<file path="src/rtl/agu_pkg.sv">
package agu_pkg;

    typedef enum logic [1:0] {
        PATH_X   = 2'd0,
        PATH_Y   = 2'd1,
        PATH_S   = 2'd2,
        PATH_S_B = 2'd3
    } path_e;

    typedef enum logic [1:0] {
        UPD_HOLD  = 2'd0,
        UPD_INDEX = 2'd1,
        UPD_UP    = 2'd2,
        UPD_DOWN  = 2'd3
    } upd_e;

endpackage

</file>
<file path="src/rtl/agu_step.sv">
module agu_step
    import agu_pkg::*;
#(
    parameter int AW        = 32,
    parameter int WORD_STEP = 2,
    parameter int LONG_STEP = 4
) (
    input  logic [1:0]    upd,
    input  logic          single_path,
    input  logic          size_long,
    input  logic [AW-1:0] ptr,
    input  logic [AW-1:0] index_val,
    output logic [AW-1:0] raw_next,
    output logic          pre_update
);
    localparam logic [AW-1:0] WSTEP = AW'(WORD_STEP);
    localparam logic [AW-1:0] LSTEP = AW'(LONG_STEP);

    logic [AW-1:0] step_d;

    always_comb begin
        step_d = (single_path && size_long) ? LSTEP : WSTEP;
        unique case (upd_e'(upd))
            UPD_HOLD:  raw_next = ptr;
            UPD_INDEX: raw_next = ptr + index_val;
            UPD_UP:    raw_next = ptr + step_d;
            UPD_DOWN:  raw_next = ptr - step_d;
            default:   raw_next = ptr;
        endcase
        pre_update = single_path && (upd_e'(upd) == UPD_DOWN);
    end

endmodule

</file>
<file path="src/rtl/agu_modsel.sv">
module agu_modsel
    import agu_pkg::*;
(
    input  logic [1:0] path,
    input  logic [1:0] upd,
    input  logic       x_en,
    input  logic       y_en,
    output logic       wrap_allowed
);
    logic x_owner_d;
    logic y_owner_d;
    logic fwd_d;

    always_comb begin
        y_owner_d    = y_en;
        x_owner_d    = x_en && !y_en;
        fwd_d        = (upd_e'(upd) == UPD_UP) || (upd_e'(upd) == UPD_INDEX);
        wrap_allowed = 1'b0;
        unique case (path_e'(path))
            PATH_X:  wrap_allowed = x_owner_d && fwd_d;
            PATH_Y:  wrap_allowed = y_owner_d && fwd_d;
            default: wrap_allowed = 1'b0;
        endcase
    end

endmodule

</file>
<file path="src/rtl/agu_wrap.sv">
module agu_wrap #(
    parameter int AW = 32
) (
    input  logic          wrap_allowed,
    input  logic [AW-1:0] ptr,
    input  logic [AW-1:0] raw_next,
    input  logic [AW-1:0] bounds,
    output logic [AW-1:0] ptr_next,
    output logic          wrapped
);
    localparam int HW = AW / 2;

    logic [HW-1:0] end_lo;
    logic [HW-1:0] start_lo;

    always_comb begin
        end_lo   = bounds[AW-1:HW];
        start_lo = bounds[HW-1:0];
        wrapped  = wrap_allowed && (ptr[HW-1:0] == end_lo);
        ptr_next = wrapped ? {ptr[AW-1:HW], start_lo} : raw_next;
    end

endmodule

</file>
<file path="src/rtl/modulo_agu.sv">
module modulo_agu
    import agu_pkg::*;
#(
    parameter int AW = 32
) (
    input  logic          clk,
    input  logic          rst_n,
    input  logic          req_valid,
    input  logic [1:0]    path,
    input  logic [1:0]    upd,
    input  logic          size_long,
    input  logic [AW-1:0] ptr_in,
    input  logic [AW-1:0] index_in,
    input  logic          mod_x_en,
    input  logic          mod_y_en,
    input  logic [AW-1:0] mod_bounds,
    output logic          res_valid,
    output logic [AW-1:0] mem_addr,
    output logic [AW-1:0] ptr_wb
);
    localparam int HW = AW / 2;

    typedef struct packed {
        logic          valid;
        logic [AW-1:0] addr;
        logic [AW-1:0] ptr;
    } res_t;

    res_t          st_d, st_q;
    logic [AW-1:0] raw_next;
    logic          pre_update;
    logic          wrap_allowed;
    logic [AW-1:0] ptr_next;
    logic          wrapped;

    agu_step #(.AW(AW)) u_step (
        .upd         (upd),
        .single_path (path[1]),
        .size_long   (size_long),
        .ptr         (ptr_in),
        .index_val   (index_in),
        .raw_next    (raw_next),
        .pre_update  (pre_update)
    );

    agu_modsel u_modsel (
        .path         (path),
        .upd          (upd),
        .x_en         (mod_x_en),
        .y_en         (mod_y_en),
        .wrap_allowed (wrap_allowed)
    );

    agu_wrap #(.AW(AW)) u_wrap (
        .wrap_allowed (wrap_allowed),
        .ptr          (ptr_in),
        .raw_next     (raw_next),
        .bounds       (mod_bounds),
        .ptr_next     (ptr_next),
        .wrapped      (wrapped)
    );

    always_comb begin
        st_d = st_q;
        st_d.valid = req_valid;
        if (req_valid) begin
            st_d.ptr  = ptr_next;
            st_d.addr = pre_update ? ptr_next : ptr_in;
        end
    end

    always_ff @(posedge clk) begin
        if (!rst_n) begin
            st_q <= '0;
        end else begin
            st_q <= st_d;
        end
    end

    assign res_valid = st_q.valid;
    assign mem_addr  = st_q.addr;
    assign ptr_wb    = st_q.ptr;

    AST_VALID_RISE: assert property (@(posedge clk) disable iff (!rst_n)
        req_valid |=> res_valid) else $error("valid not raised");
    AST_VALID_DROP: assert property (@(posedge clk) disable iff (!rst_n)
        !req_valid |=> !res_valid) else $error("valid not dropped");
    AST_HOLD_KEEPS: assert property (@(posedge clk) disable iff (!rst_n)
        (req_valid && upd == 2'd0) |=> (ptr_wb == $past(ptr_in) && mem_addr == $past(ptr_in)))
        else $error("hold changed pointer");
    AST_POST_ADDR: assert property (@(posedge clk) disable iff (!rst_n)
        (req_valid && upd != 2'd3) |=> (mem_addr == $past(ptr_in)))
        else $error("post-update address wrong");
    AST_SINGLE_NOWRAP: assert property (@(posedge clk) disable iff (!rst_n)
        (req_valid && path[1] && upd == 2'd2 && size_long) |=> (ptr_wb == $past(ptr_in) + AW'(4)))
        else $error("single path wrapped");
    AST_X_YIELDS: assert property (@(posedge clk) disable iff (!rst_n)
        (req_valid && path == 2'd0 && mod_x_en && mod_y_en && upd == 2'd2)
        |=> (ptr_wb == $past(ptr_in) + AW'(2)))
        else $error("X wrapped while Y owns modulo");
    AST_Y_WRAP: assert property (@(posedge clk) disable iff (!rst_n)
        (req_valid && path == 2'd1 && mod_y_en && upd == 2'd2 && ptr_in[HW-1:0] == mod_bounds[AW-1:HW])
        |=> (ptr_wb == {$past(ptr_in[AW-1:HW]), $past(mod_bounds[HW-1:0])}))
        else $error("Y did not wrap");
    AST_DOWN_NOWRAP: assert property (@(posedge clk) disable iff (!rst_n)
        (req_valid && upd == 2'd3) |-> !wrapped) else $error("step down wrapped");

endmodule

</file>
<file path="config.mk">
export PLATFORM = sky130hd
export DESIGN_NAME = modulo_agu
export DESIGN_NICKNAME = d
export VERILOG_FILES = /design/src/rtl/agu_pkg.sv /design/src/rtl/agu_step.sv /design/src/rtl/agu_modsel.sv /design/src/rtl/agu_wrap.sv /design/src/rtl/modulo_agu.sv
export SDC_FILE = /design/constraint.sdc
export NUM_CORES = 1
export LEC_CHECK = 0
export ABC_AREA = 0
export BUFFER_PORTS_ARGS = -buffer_cell sky130_fd_sc_hd__buf_2
export CAP_MARGIN = 20
export CORE_ASPECT_RATIO = 0.6
export CORE_MARGIN = 2
export CORE_UTILIZATION = 54
export CTS_CLUSTER_SIZE = 14
export DETAILED_ROUTE_END_ITERATION = 6
export GPL_ROUTABILITY_DRIVEN = 0
export PLACE_DENSITY_LB_ADDON = 0.08
export SYNTH_ARGS = -nofsm -noshare
export SYNTH_HDL_FRONTEND = slang
export SYNTH_SLANG_ARGS = --single-unit
</file>
<file path="constraint.sdc">
create_clock -name clk -period 7.2 [get_ports clk]
set_input_delay 1.44 -clock clk [delete_from_list [all_inputs] [get_ports clk]]
set_output_delay 1.44 -clock clk [all_outputs]
set_load 0.1 [all_outputs]
</file>
# [Word level (Yosys, flattened, before mapping)]
# Cells that the tools add are included.
[totals] reg_bits=65 output_inout_bits=65
[classes] reduce_logical=10 eq_ne=5 mux=5 addsub=3
[op_table] op="case mux 32 bit (4 select lines)" n=1
[op_table] op="adder 32 bit" n=2
[op_table] op="two-way mux 32 bit" n=2
[op_table] op="subtractor 32 bit" n=1
[op_table] op="equality test 16 bit" n=1
[op_table] op="logical AND 1 bit" n=6
[op_table] op="equality test 2 x 1 -> 1 bit, second input constant" n=2
[op_table] op="equality test 2 bit, second input constant" n=2
[op_table] op="logical NOT 2 bit" n=2
[op_table] op="two-way mux 3 bit" n=1
[op_table] op="case mux 1 bit (2 select lines)" n=1
[op_table] op="logical NOT 1 bit" n=1
[op_table] op="logical OR 1 bit" n=1

# [Logic depth before layout (Yosys ltp)]
[logic_depth] word_depth=7 depth_mapped=20 mapped_depth_nobuf=18

# [Cells and area by module]
# From an unflattened synthesis, not the netlist that was laid out.
[hier_totals] hier_cells=739 hier_area_um2=6113.4
[modules_own_cells] mod="agu_step" instances=1 area_each_um2=2692.6 cells_each=427 seq_area_each_um2=0.0
[modules_own_cells] mod="modulo_agu" instances=1 area_each_um2=2657.5 cells_each=248 seq_area_each_um2=1301.2
[modules_own_cells] mod="agu_wrap" instances=1 area_each_um2=729.4 cells_each=60 seq_area_each_um2=0.0
[modules_own_cells] mod="agu_modsel" instances=1 area_each_um2=33.8 cells_each=4 seq_area_each_um2=0.0

# [Worst setup path before layout]
# OpenSTA, ideal clock, no wires.
[synth_timing] kind="input -> register" startpoint="in index_in[0]" endpoint="reg st_q (netlist bit mem_addr[29])" arrival_ns=5.341 setup_slack_ns=1.773 setup_time_ns=0.086 path_buffers=2 cell_stages=20 required_time_ns=7.114 cell_sequence="inv_1 > ha_1 > or2b_2 > nor4_4 > or3b_1 > or2_1 > buf_6 > nor2_1 > xor2_1 > o21a_1 > ha_1 > clkbuf_1 > and4_1 > a31o_2 > a21oi_1 > nand2_1 > o211ai_1 > a21boi_0 > mux2_2 > a211oi_1"
[synth_via] elab_chain_cells=4
[synth_rtl] item="start: declaration" line_no="modulo_agu.sv:13" source="input logic [AW-1:0] index_in,"
[synth_rtl] item="adder 32 bit" line_no="agu_step.sv:25" source="UPD_INDEX: raw_next = ptr + index_val;"
[synth_rtl] item="case mux 32 bit (4 select lines)" line_no="agu_step.sv:23" source="unique case (upd_e'(upd))"
[synth_rtl] item="two-way mux 32 bit" line_no="agu_wrap.sv:20" source="ptr_next = wrapped ? {ptr[AW-1:HW], start_lo} : raw_next;"
[synth_rtl] item="two-way mux 32 bit" line_no="modulo_agu.sv:68" source="st_d.addr = pre_update ? ptr_next : ptr_in;"
[synth_rtl] item="end signal: assignment" line_no="modulo_agu.sv:76" source="st_q <= st_d;"
[synth_rtl] item="end: declaration" line_no="modulo_agu.sv:29" source="res_t st_d, st_q;"
# Every way passes these cells.
# A chain may end at the register's enable or synchronous reset.

# [Worst setup path in the final report]
# Ends and elaborated chain as after synthesis.

==> run metrics <==
outcome finished, final reports clean; Seq cells post-synth 65; Slew Viols, Final 0; PD cells 232 nW/µm²; Die Y 85.3 µm; Fin. Hold Viols 0; GRT Residual Overflow 0; Crit. End Element flop; Root Buffer clkbuf_16; Syn Nets between 900 and 1000; number of DRC violations after detailed-routing iteration 0 just under 800; Cells after Synth 812; clock period minus final worst setup slack approximately 5700 ps; Ports ~170; worst min path class reg -> reg; Slew HR 0.264; vias per cell ~6.4; Routed WL approximately 21000 µm; Worst-path clk slew around 60 ps; Fin Clk Skew 0 ps; Max Freq ~180 MHz; Final Non-Filler Cells around 1100; core region area between 10000 and 15000 µm²; sequential fraction of the synthesis area 0.219; layout cells sized above 1 0.228; most used flip-flop cell after synthesis dfxtp_1; first drt pass iteration count 5; initial antenna violation count 0; unrepaired setup endpoints after global routing false; Nets 1090; most frequent cells in the layout buf_2 (170), nand2_1 (96), a21oi_1 (93), dfxtp_1 (65), nor2_1 (59); DRC errors left 0; antenna-violating nets left 0; dpl hpwl about 17000 µm; fin crit share 0.791; routed wire length per instance 19.4 µm; Worst VDD drop 0.195 mV; Post-synth EDFFs 0; worst skew pair latency roughly 320 ps; Vias 7014; Post-CTS Resized 0; crit path max fanout 8; IO buf count 170; Required @ worst endpoint between 7000 and 8000 ps; leakage about 3.1 nW; Cell variety after synth 69; chip width approximately 140 µm; largest net degree at the start of global routing 87; maxcap violations 0; ant diodes 0; htree depth 3; Row Count 29; Mapped Area 5950 µm²; crit path DAT around 6000 ps; Synth-to-Final Area Change 20.1%; nature of the critical path startpoint input port; postcts setup bufs 0; vias in the first global route slightly above 6000; Setup TNS 0 ps; Yosys warnings 0; CTS max path bufs 2; initial core utilization 0.559; die area between 10000 and 15000 µm²; Sink Count 65; # placed instances about 1100; kind of critical path in -> reg; cts hold-fix bufs 0; Tot GR Track Use 0.346; worst-margin pin slew around 1100 ps; first-pass GRT wire length about 33000 µm; CTS tree yes; Post-Syn Area per Cell about 7.3 µm²; Setup Viol. Count Final 0; TritonCTS buffer count 9; most common cell after layout, fill and taps aside buf_2; Post-synth ARST share 0
layout make-up:
type	count	area, µm²
Tap cell	139	174
Clock buffer	10	239
Inverter	21	78.8
Sequential cell	65	1300
Fill cell	934	3490
Timing Repair Buffer	175	888
Clock inverter	6	90.1
Multi-Input combinational cell	676	4370
metrics by stage:
step | area (µm²) | power (mW) | setup WS (ps) | util | hold slack, ps
finish | 7140 | 1.66 | 1510 | 0.672 | 463
global route | 7140 | 1.72 | 1250 | 0.672 | 485
CTS | 7140 | 1.64 | 1630 | 0.672 | 464
detailed placement | 6810 | 1.15 | 1310 | 0.641 | 455
global placement | 6810 | 1.14 | 1410 | 0.641 | 448
floorplan | 5950 | 0.971 | 1770 | - | 878
synthesized netlist by cell type, types with 17 or more instances:
master    instances  area, µm²
o211ai_1         20        150
xnor2_1          42        368
nor2_1           59        221
clkbuf_1         45        169
nand3_1          24        120
a31oi_1          21        131
xor2_1           17        149
o21ai_0          54        270
dfxtp_1          65       1300
nand2_1          96        360
nor3_1           19       95.1
ha_1             35        438
inv_1            17       63.8
a21oi_1          93        465
layer usage:
| metal | vias to the layer above | GRT usage | part of all wire |
|---|---|---|---|
| li1 | 3274 | - | - |
| met1 | 3243 | 0.543 | 0.47 |
| met2 | 467 | 0.459 | 0.37 |
| met3 | 30 | 0.109 | 0.15 |
| met4 | 0 | 0.0523 | 0.011 |
| met5 | - | 0 | 0 |
worst paths after layout:
kind	start	to	slack, ps	depth (start not counted)
max	index_in[0]	mem_addr[29]	1510	19
min	ptr_wb[2]	ptr_wb[2]	460	2
max reg2reg	mem_addr[20]	mem_addr[20]	6330	2
min reg2reg	ptr_wb[2]	ptr_wb[2]	460	2
sequential cells by signal (all words and copies together) (netlist names):
register and flops:
mem_addr 32, ptr_wb 32, res_valid 1
report_power, final:
part / internal, mW / switching (mW) / leakage [nW]
Sequential: 0.393 / 0.0179 / 0.539
Clock: 0.314 / 0.177 / 0.159
Combinational: 0.206 / 0.549 / 2.44
Total: 0.913 / 0.744 / 3.13
cells by family after synthesis:
| family | Yosys count | share of synthesized area |
|---|---|---|
| muxes | 18 | 0.0307 |
| and+or+nand+nor | 277 | 0.233 |
| DFF | 65 | 0.219 |
| buffers and inverters | 71 | 0.0467 |
| AOI/OAI and AO/OA | 286 | 0.307 |
| xor gates and xnor gates | 59 | 0.0869 |
| adders and majority gates | 36 | 0.0770 |
worst max-delay path, stage by stage:
cell and delay [ps]:
buf_2 110, inv_1 70, ha_1 170, or2b_2 350
nor4_4 340, or3b_1 420, or2_1 320, nor2_1 140
xor2_1 80, o21a_1 170, ha_1 390, and4_1 280
a31o_2 260, a21oi_1 170, nand2_1 90, o211ai_1 350
a21boi_0 230, mux2_2 320, a211oi_1 210
(Power assumes the default switching activity.)
